[config.mk]
export PLATFORM = sky130hd
export DESIGN_NAME = cpwm_fault_seq
export DESIGN_NICKNAME = d
export VERILOG_FILES = /design/src/rtl/cpwm_pkg.sv /design/src/rtl/cpwm_sync.sv /design/src/rtl/cpwm_phase_timer.sv /design/src/rtl/cpwm_phase_fsm.sv /design/src/rtl/cpwm_fault_seq.sv
export SDC_FILE = /design/constraint.sdc
export NUM_CORES = 1
export LEC_CHECK = 0
export ABC_AREA = 1
export CAP_MARGIN = 30
export CORE_MARGIN = 1
export CORE_UTILIZATION = 30
export CTS_CLUSTER_DIAMETER = 200
export CTS_CLUSTER_SIZE = 24
export DETAILED_ROUTE_END_ITERATION = 7
export GPL_TIMING_DRIVEN = 0
export PLACE_DENSITY_LB_ADDON = 0.1
export SYNTH_ARGS = -nofsm -noshare
export SYNTH_HDL_FRONTEND = slang
export SYNTH_SLANG_ARGS = --single-unit
[constraint.sdc]
create_clock -name clk -period 3.51 [get_ports clk]
set_input_delay 0.5265 -clock clk [delete_from_list [all_inputs] [get_ports clk]]
set_output_delay 0.5265 -clock clk [all_outputs]
set_load 0.02 [all_outputs]
[src/rtl/cpwm_pkg.sv]
`timescale 1ns/1ps
// Package: cpwm_pkg
// Shared types and helpers for the complementary PWM sequencer.
// Assumes four timed phases, indexed 0..3 in period order.
package cpwm_pkg;

    localparam int unsigned N_TIMED = 4;

    typedef enum logic [2:0] {
        PH_IDLE   = 3'd0,
        PH_DT0    = 3'd1,
        PH_ON0    = 3'd2,
        PH_DT1    = 3'd3,
        PH_ON1    = 3'd4,
        PH_HOLD_A = 3'd5,
        PH_HOLD_B = 3'd6
    } cpwm_phase_e;

    // Position of a timed phase in the length array (0 for untimed states).
    function automatic logic [1:0] timed_index(input cpwm_phase_e p);
        case (p)
            PH_ON0:  return 2'd1;
            PH_DT1:  return 2'd2;
            PH_ON1:  return 2'd3;
            default: return 2'd0;
        endcase
    endfunction

    // True for the four phases that run from the down counter.
    function automatic logic is_timed(input cpwm_phase_e p);
        return (p == PH_DT0) || (p == PH_ON0) || (p == PH_DT1) || (p == PH_ON1);
    endfunction

endpackage

[src/rtl/cpwm_sync.sv]
`timescale 1ns/1ps
// Module: cpwm_sync
// Multi-flop synchronizer for a bank of asynchronous, active-high inputs.
// Assumes STAGES >= 2; all flops clear to 0 on synchronous reset.
module cpwm_sync #(
    parameter int unsigned N      = 2,
    parameter int unsigned STAGES = 2
) (
    input  logic         clk,
    input  logic         rst_n,
    input  logic [N-1:0] async_i,
    output logic [N-1:0] sync_o
);

    for (genvar g = 0; g < N; g++) begin : g_bit
        logic [STAGES-1:0] chain_q;

        // Shift the raw input through the flop chain.
        always_ff @(posedge clk) begin
            if (!rst_n) begin
                chain_q <= '0;
            end else begin
                chain_q <= {chain_q[STAGES-2:0], async_i[g]};
            end
        end

        assign sync_o[g] = chain_q[STAGES-1];
    end

endmodule

[src/rtl/cpwm_phase_timer.sv]
`timescale 1ns/1ps
// Module: cpwm_phase_timer
// Holds the shadow copy of the four phase lengths and times the current phase.
// Shadow lengths reload whenever DT0 is entered; the DT0 length itself is
// taken straight from the input on that entry. A zero length counts as one.
// Assumes start_i pulses for exactly one cycle on each timed-phase entry.
module cpwm_phase_timer
    import cpwm_pkg::*;
#(
    parameter int unsigned LEN_W = 12
) (
    input  logic                            clk,
    input  logic                            rst_n,
    input  logic                            start_i,
    input  cpwm_phase_e                     enter_i,
    input  logic [N_TIMED-1:0][LEN_W-1:0]   len_i,
    output logic                            expired_o
);

    localparam logic [LEN_W-1:0] ONE = LEN_W'(1);

    logic [N_TIMED-1:0][LEN_W-1:0] shadow_q;
    logic [LEN_W-1:0]              cnt_q;
    logic [LEN_W-1:0]              sel_len;
    logic [LEN_W-1:0]              load_val;

    // Pick the length of the phase being entered.
    always_comb begin
        if (enter_i == PH_DT0) begin
            sel_len = len_i[0];
        end else begin
            sel_len = shadow_q[timed_index(enter_i)];
        end
        load_val = (sel_len == '0) ? '0 : (sel_len - ONE);
    end

    // Capture all lengths at each DT0 entry.
    always_ff @(posedge clk) begin
        if (!rst_n) begin
            shadow_q <= '0;
        end else if (start_i && (enter_i == PH_DT0)) begin
            shadow_q <= len_i;
        end
    end

    // Down counter: load on entry, count to zero.
    always_ff @(posedge clk) begin
        if (!rst_n) begin
            cnt_q <= '0;
        end else if (start_i) begin
            cnt_q <= load_val;
        end else if (cnt_q != '0) begin
            cnt_q <= cnt_q - ONE;
        end
    end

    assign expired_o = (cnt_q == '0);

endmodule

[src/rtl/cpwm_phase_fsm.sv]
`timescale 1ns/1ps
// Module: cpwm_phase_fsm
// Phase sequencer with fault retrigger. Fault A acts in DT0/ON0, fault B in
// DT1/ON1. A fault jumps to the opposite pair, which then runs in full
// (a single forced flag masks both faults), followed by a hold state that
// lasts until the fault input is released.
// Assumes flt_a_i / flt_b_i are already synchronized to clk.
module cpwm_phase_fsm
    import cpwm_pkg::*;
(
    input  logic        clk,
    input  logic        rst_n,
    input  logic        en_i,
    input  logic        flt_a_i,
    input  logic        flt_b_i,
    input  logic        expired_i,
    output cpwm_phase_e phase_o,
    output cpwm_phase_e enter_o,
    output logic        start_o
);

    cpwm_phase_e state_q, state_d;
    logic        forced_q, forced_d;
    logic        jump;
    logic        evt_a, evt_b;

    // Fault events are masked while a forced pair is running.
    assign evt_a = flt_a_i && !forced_q;
    assign evt_b = flt_b_i && !forced_q;

    // Next-state selection.
    always_comb begin
        state_d = state_q;
        jump    = 1'b0;
        if (!en_i) begin
            state_d = PH_IDLE;
        end else begin
            case (state_q)
                PH_IDLE: state_d = PH_DT0;
                PH_DT0: begin
                    if (evt_a) begin
                        state_d = PH_DT1;
                        jump    = 1'b1;
                    end else if (expired_i) begin
                        state_d = PH_ON0;
                    end
                end
                PH_ON0: begin
                    if (evt_a) begin
                        state_d = PH_DT1;
                        jump    = 1'b1;
                    end else if (expired_i) begin
                        state_d = forced_q ? PH_HOLD_B : PH_DT1;
                    end
                end
                PH_DT1: begin
                    if (evt_b) begin
                        state_d = PH_DT0;
                        jump    = 1'b1;
                    end else if (expired_i) begin
                        state_d = PH_ON1;
                    end
                end
                PH_ON1: begin
                    if (evt_b) begin
                        state_d = PH_DT0;
                        jump    = 1'b1;
                    end else if (expired_i) begin
                        state_d = forced_q ? PH_HOLD_A : PH_DT0;
                    end
                end
                PH_HOLD_A: if (!flt_a_i) state_d = PH_DT0;
                PH_HOLD_B: if (!flt_b_i) state_d = PH_DT1;
                default:   state_d = PH_IDLE;
            endcase
        end
    end

    // Forced flag: set by a fault jump, cleared on hold or idle.
    always_comb begin
        if (jump) begin
            forced_d = 1'b1;
        end else if ((state_d == PH_HOLD_A) || (state_d == PH_HOLD_B) ||
                     (state_d == PH_IDLE)) begin
            forced_d = 1'b0;
        end else begin
            forced_d = forced_q;
        end
    end

    // State and forced-flag registers.
    always_ff @(posedge clk) begin
        if (!rst_n) begin
            state_q  <= PH_IDLE;
            forced_q <= 1'b0;
        end else begin
            state_q  <= state_d;
            forced_q <= forced_d;
        end
    end

    assign phase_o = state_q;
    assign enter_o = state_d;
    assign start_o = (state_d != state_q) && is_timed(state_d);

endmodule

[src/rtl/cpwm_fault_seq.sv]
`timescale 1ns/1ps
// Module: cpwm_fault_seq
// Top level of the complementary PWM sequencer with fault retrigger.
// Synchronizes the two faults, runs the phase sequencer and timer, and
// decodes the two drive outputs from the registered phase.
// Assumes LEN_W-bit lengths in clock cycles; rst_n is synchronous.
module cpwm_fault_seq
    import cpwm_pkg::*;
#(
    parameter int unsigned LEN_W       = 12,
    parameter int unsigned SYNC_STAGES = 2
) (
    input  logic             clk,
    input  logic             rst_n,
    input  logic             en,
    input  logic [LEN_W-1:0] dt0_len,
    input  logic [LEN_W-1:0] on0_len,
    input  logic [LEN_W-1:0] dt1_len,
    input  logic [LEN_W-1:0] on1_len,
    input  logic             flt_a,
    input  logic             flt_b,
    output logic             drv0,
    output logic             drv1,
    output logic [2:0]       phase
);

    logic [1:0]                    flt_sync;
    logic [N_TIMED-1:0][LEN_W-1:0] len_bus;
    logic                          expired;
    logic                          start;
    cpwm_phase_e                   cur_phase;
    cpwm_phase_e                   next_phase;

    assign len_bus = {on1_len, dt1_len, on0_len, dt0_len};

    cpwm_sync #(
        .N      (2),
        .STAGES (SYNC_STAGES)
    ) u_sync (
        .clk     (clk),
        .rst_n   (rst_n),
        .async_i ({flt_b, flt_a}),
        .sync_o  (flt_sync)
    );

    cpwm_phase_fsm u_fsm (
        .clk       (clk),
        .rst_n     (rst_n),
        .en_i      (en),
        .flt_a_i   (flt_sync[0]),
        .flt_b_i   (flt_sync[1]),
        .expired_i (expired),
        .phase_o   (cur_phase),
        .enter_o   (next_phase),
        .start_o   (start)
    );

    cpwm_phase_timer #(
        .LEN_W (LEN_W)
    ) u_timer (
        .clk       (clk),
        .rst_n     (rst_n),
        .start_i   (start),
        .enter_i   (next_phase),
        .len_i     (len_bus),
        .expired_o (expired)
    );

    // Drive outputs decoded from the registered phase only.
    assign drv0  = (cur_phase == PH_ON0);
    assign drv1  = (cur_phase == PH_ON1);
    assign phase = cur_phase;

endmodule

==> results of run 1 <==
metrics by stage:
stage          power [mW]  instance area (µm²)  util (%)  setup slack, ns
2_1_floorplan        1.73                 3960         -            0.513
3_3_place_gp         1.98                 4750      37.3            0.160
3_5_place_dp         1.99                 4750      37.3            0.170
4_1_cts              2.90                 5040      39.6            0.153
5_1_grt              3.11                 5060      39.8           0.0166
6_report             2.89                 5060      39.8            0.329
cell usage in the layout (no fill, tap or decap), types with 2 or more instances in the layout:
master / netlist / final
xnor2_1: 2 / 2
nand2_4: 5 / 5
o21ai_0: 49 / 49
buf_2: 10 / 9
nand2_1: 122 / 121
inv_2: 10 / 11
o21ai_1: 4 / 4
clkbuf_1: 11 / 12
a21oi_1: 63 / 63
a21oi_2: 2 / 2
clkdlybuf4s50_1: 0 / 57
or2_2: 3 / 3
dfxtp_1: 68 / 68
nand3_2: 4 / 4
nand3_1: 50 / 50
o31ai_1: 2 / 2
a221oi_1: 4 / 4
buf_4: 3 / 5
xor2_1: 6 / 6
or2_1: 4 / 4
clkbuf_16: 0 / 9
ha_1: 3 / 2
nor2_2: 6 / 6
nand4_1: 23 / 23
inv_1: 77 / 76
nor2_8: 2 / 2
clkbuf_8: 0 / 2
nand2_2: 7 / 8
nor3_2: 2 / 2
a31oi_1: 2 / 2
nand3b_1: 2 / 2
nor2_1: 31 / 31
buf_6: 8 / 8
layer usage:
metal	wire, µm	share of wire [%]	vias to the layer above
li1	-	-	2060
met1	5180	47	1726
met2	5330	48	83
met3	408	3.7	17
met4	222	2.0	0
met5	0	0	-
where the power goes:
group	switching, mW	total [mW]	internal [mW]
Sequential	0.0684	0.954	0.886
Combinational	0.627	1.03	0.402
Clock	0.329	0.908	0.579
Total	1.02	2.89	1.87
timing repair:
action | 4_1_cts | 5_1_grt
gates resized for setup | 0 | 6
setup buffers | 0 | 1
hold buffers | 0 | 0
endpoints found under the setup margin | 0 | 52
worst max-delay path, cell delays in order (launching register included):
cell     delay [ns]
dfxtp_1        0.33
buf_4          0.17
nand2_1        0.08
nor2_1         0.15
inv_1          0.08
nand2_1        0.09
nand2_1        0.06
nand2_1        0.05
nand3_1        0.07
nand2_1        0.11
nand2_2        0.11
nand2_4        0.14
nand3_2        0.09
buf_6          0.15
buf_6          0.14
nand2_1        0.05
o21ai_1        0.06
nand2_1        0.05
nand3_1        0.08
nand2_2        0.14
ha_1           0.22
nand3_2        0.12
nor2_1         0.20
xnor2_1        0.15
nand2_1        0.09
a21oi_1        0.12
logic make-up after synthesis:
family / after synthesis
buffers and inverters: 120
flip-flops: 68
AO/OA/AOI/OAI: 127
adder cells (fa/ha/maj): 3
XOR/XNOR: 8
AND/OR/NAND/NOR: 264
flip-flops by register name, summed over array words and instances, names as in the netlist:
signal / count
u_fsm.forced_q: 1
u_fsm.phase_o: 3
u_sync.g_bit.chain_q: 4
u_timer.cnt_q: 12
u_timer.shadow_q: 48
layout make-up:
type,count,area share (%)
sequential,68,26.9
buffer,32,4.08
clock buffer,12,5.07
inverter,88,6.52
clock inverter,2,0.692
multi-input combinational,402,41.1
tap,172,4.25
timing repair buffer,58,11.4
worst min-delay path by stage:
stage / to / start / cells past startpoint
after global routing: u_sync.g_bit[1].chain_q[1] / u_sync.g_bit[1].chain_q[0] / 2
after floorplan: u_sync.g_bit[0].chain_q[1] / u_sync.g_bit[0].chain_q[0] / 2
final: u_sync.g_bit[1].chain_q[1] / u_sync.g_bit[1].chain_q[0] / 2
after detailed placement: u_sync.g_bit[1].chain_q[1] / u_sync.g_bit[1].chain_q[0] / 2
after global placement: u_sync.g_bit[0].chain_q[1] / u_sync.g_bit[0].chain_q[0] / 2
after CTS: u_sync.g_bit[1].chain_q[1] / u_sync.g_bit[1].chain_q[0] / 2
==> results.ini, run 1 <==
[yosys]
synthXorXnorAreaFrac_pct=1.77
yosys-top-cells-area=dfxtp_1, nand2_1, a21oi_1
synth_common_cells=nand2_1, inv_1, dfxtp_1, a21oi_1, nand3_1
synth_top_area_cell=dfxtp_1
ys_seq_area_share_pct=34.4
synth-compound-area-share_pct=16.9
synth_fa_ha_area_share_pct=0.948
synth_mux_area_share_pct=0
ys_ff_latch=68
post-synth-top-count-cell=nand2_1
yosysUniqueCellTypes=35
synth_top_family_by_area=simple AND/OR/NAND/NOR gates
syn_area_per_cell_um2=6.71
yosysWarnings=0
synthArstFlopShare_pct=0
synth_area_um2=3960
yosysTopAreaCellShare_pct=34.4
synthSimpleGateAreaFrac_pct=32.5
syn_inst=590
mappedNetlistNets=646
synth_edf_count=0
synthFlopType=dfxtp_1

[critical_path]
start_kind=register
path_class=reg2reg
critPathLaunch=u_fsm.phase_o[0]
r2r_end=u_timer.cnt_q[6]
rr_worst_depth=25
rrSetupSlack_ns=0.33
cp_data_arrival_time_ns=3.44
critPathRequiredTime_ns=3.77
cp-end-kind=register
rr_startpoint=u_fsm.phase_o[0]
crit_end=u_timer.cnt_q[6]
critPathMaxFanout=10

[timing]
rsz0062_at_grt=no
tns_ns=0
slew_headroom_pct=63.4
finalMaxSlewViolations=0
setup-violations-final=0
holdWs_ns=0.409
max_freq_mhz=314
finalCriticalPeriod_ns=3.18
finalCritPeriodShare_pct=90.6
clock_skew_ns=0.00665
hold_viol=0
worst_pin_slew_ns=0.549

[global_routing]
top_usage_layer=met2
use_met2_pct=30.8
grtUsageMet1_pct=22.1
antenna_found_initial=0
grt_pass1_vias=3768
grt_pass1_wl_um=18500
grt_max_degree=11
grt_usage_pct=17.9
gr-total-overflow=0
gr-usage-met3_pct=3.09

[clock_network]
clk_latency_ns=0.34
clock-sinks=68
cts_tree=yes
clk_pin_slew_ns=0.05
clockBufferDepth=2
clockRootBuffer=clkbuf_16
htree_num_levels=3
cts_buffers=9

[detailed_routing]
dr.pass1.iters=5
ant_nets=0
wirelength_um=11100
drc=0
route.vias.total=3886
via_per_inst=4.66
drt_iter0_drc=132
wl_per_cell_um=13.3

[die]
row_count=41
dieArea_um2=13700
fp.dieW_um=117
ios=58
start_util_pct=31.1
dieHeight_um=117
core_um2=12700

[power_and_ir_drop]
p_leak_nw=2.15
p_per_area_nw_per_um2=571
ir_worst_vdd_mv=0.198

[placed_design]
globalplace.congestion=0.856
dp.cells=819
hpwl_um=8850
port_buffers=57

[final_layout]
fin_cells=834
multi_input_area_um2=2080
seq_area_um2=1360
fillCellCount=1436
final_nets=715
area_growth_pct=27.8
drive_gt1_share_pct=12.2
antennaDiodeCount=0

[run]
maxCapViolCount=0

[hold_path]
hold_class=reg2reg

[run_status]
status=finished, final reports clean

(Power assumes the default switching activity.)
==> run 2: changes to the inputs <==
--- a/config.mk
+++ b/config.mk
@@ -9,7 +9,7 @@
 export CAP_MARGIN = 30
 export CORE_MARGIN = 1
 export CORE_UTILIZATION = 30
-export CTS_CLUSTER_DIAMETER = 200
+export CTS_CLUSTER_DIAMETER = 50
 export CTS_CLUSTER_SIZE = 24
 export DETAILED_ROUTE_END_ITERATION = 7
 export GPL_TIMING_DRIVEN = 0
==> results of run 2 <==
Final layout, timing and power as in run 1 (identical DEF).
==> run 3: changes to the inputs <==
--- a/config.mk
+++ b/config.mk
@@ -14,6 +14,7 @@
 export DETAILED_ROUTE_END_ITERATION = 7
 export GPL_TIMING_DRIVEN = 0
 export PLACE_DENSITY_LB_ADDON = 0.1
+export SKIP_CTS_REPAIR_TIMING = 1
 export SYNTH_ARGS = -nofsm -noshare
 export SYNTH_HDL_FRONTEND = slang
 export SYNTH_SLANG_ARGS = --single-unit
==> results of run 3 <==
Final layout, timing and power as in run 1 (identical DEF).
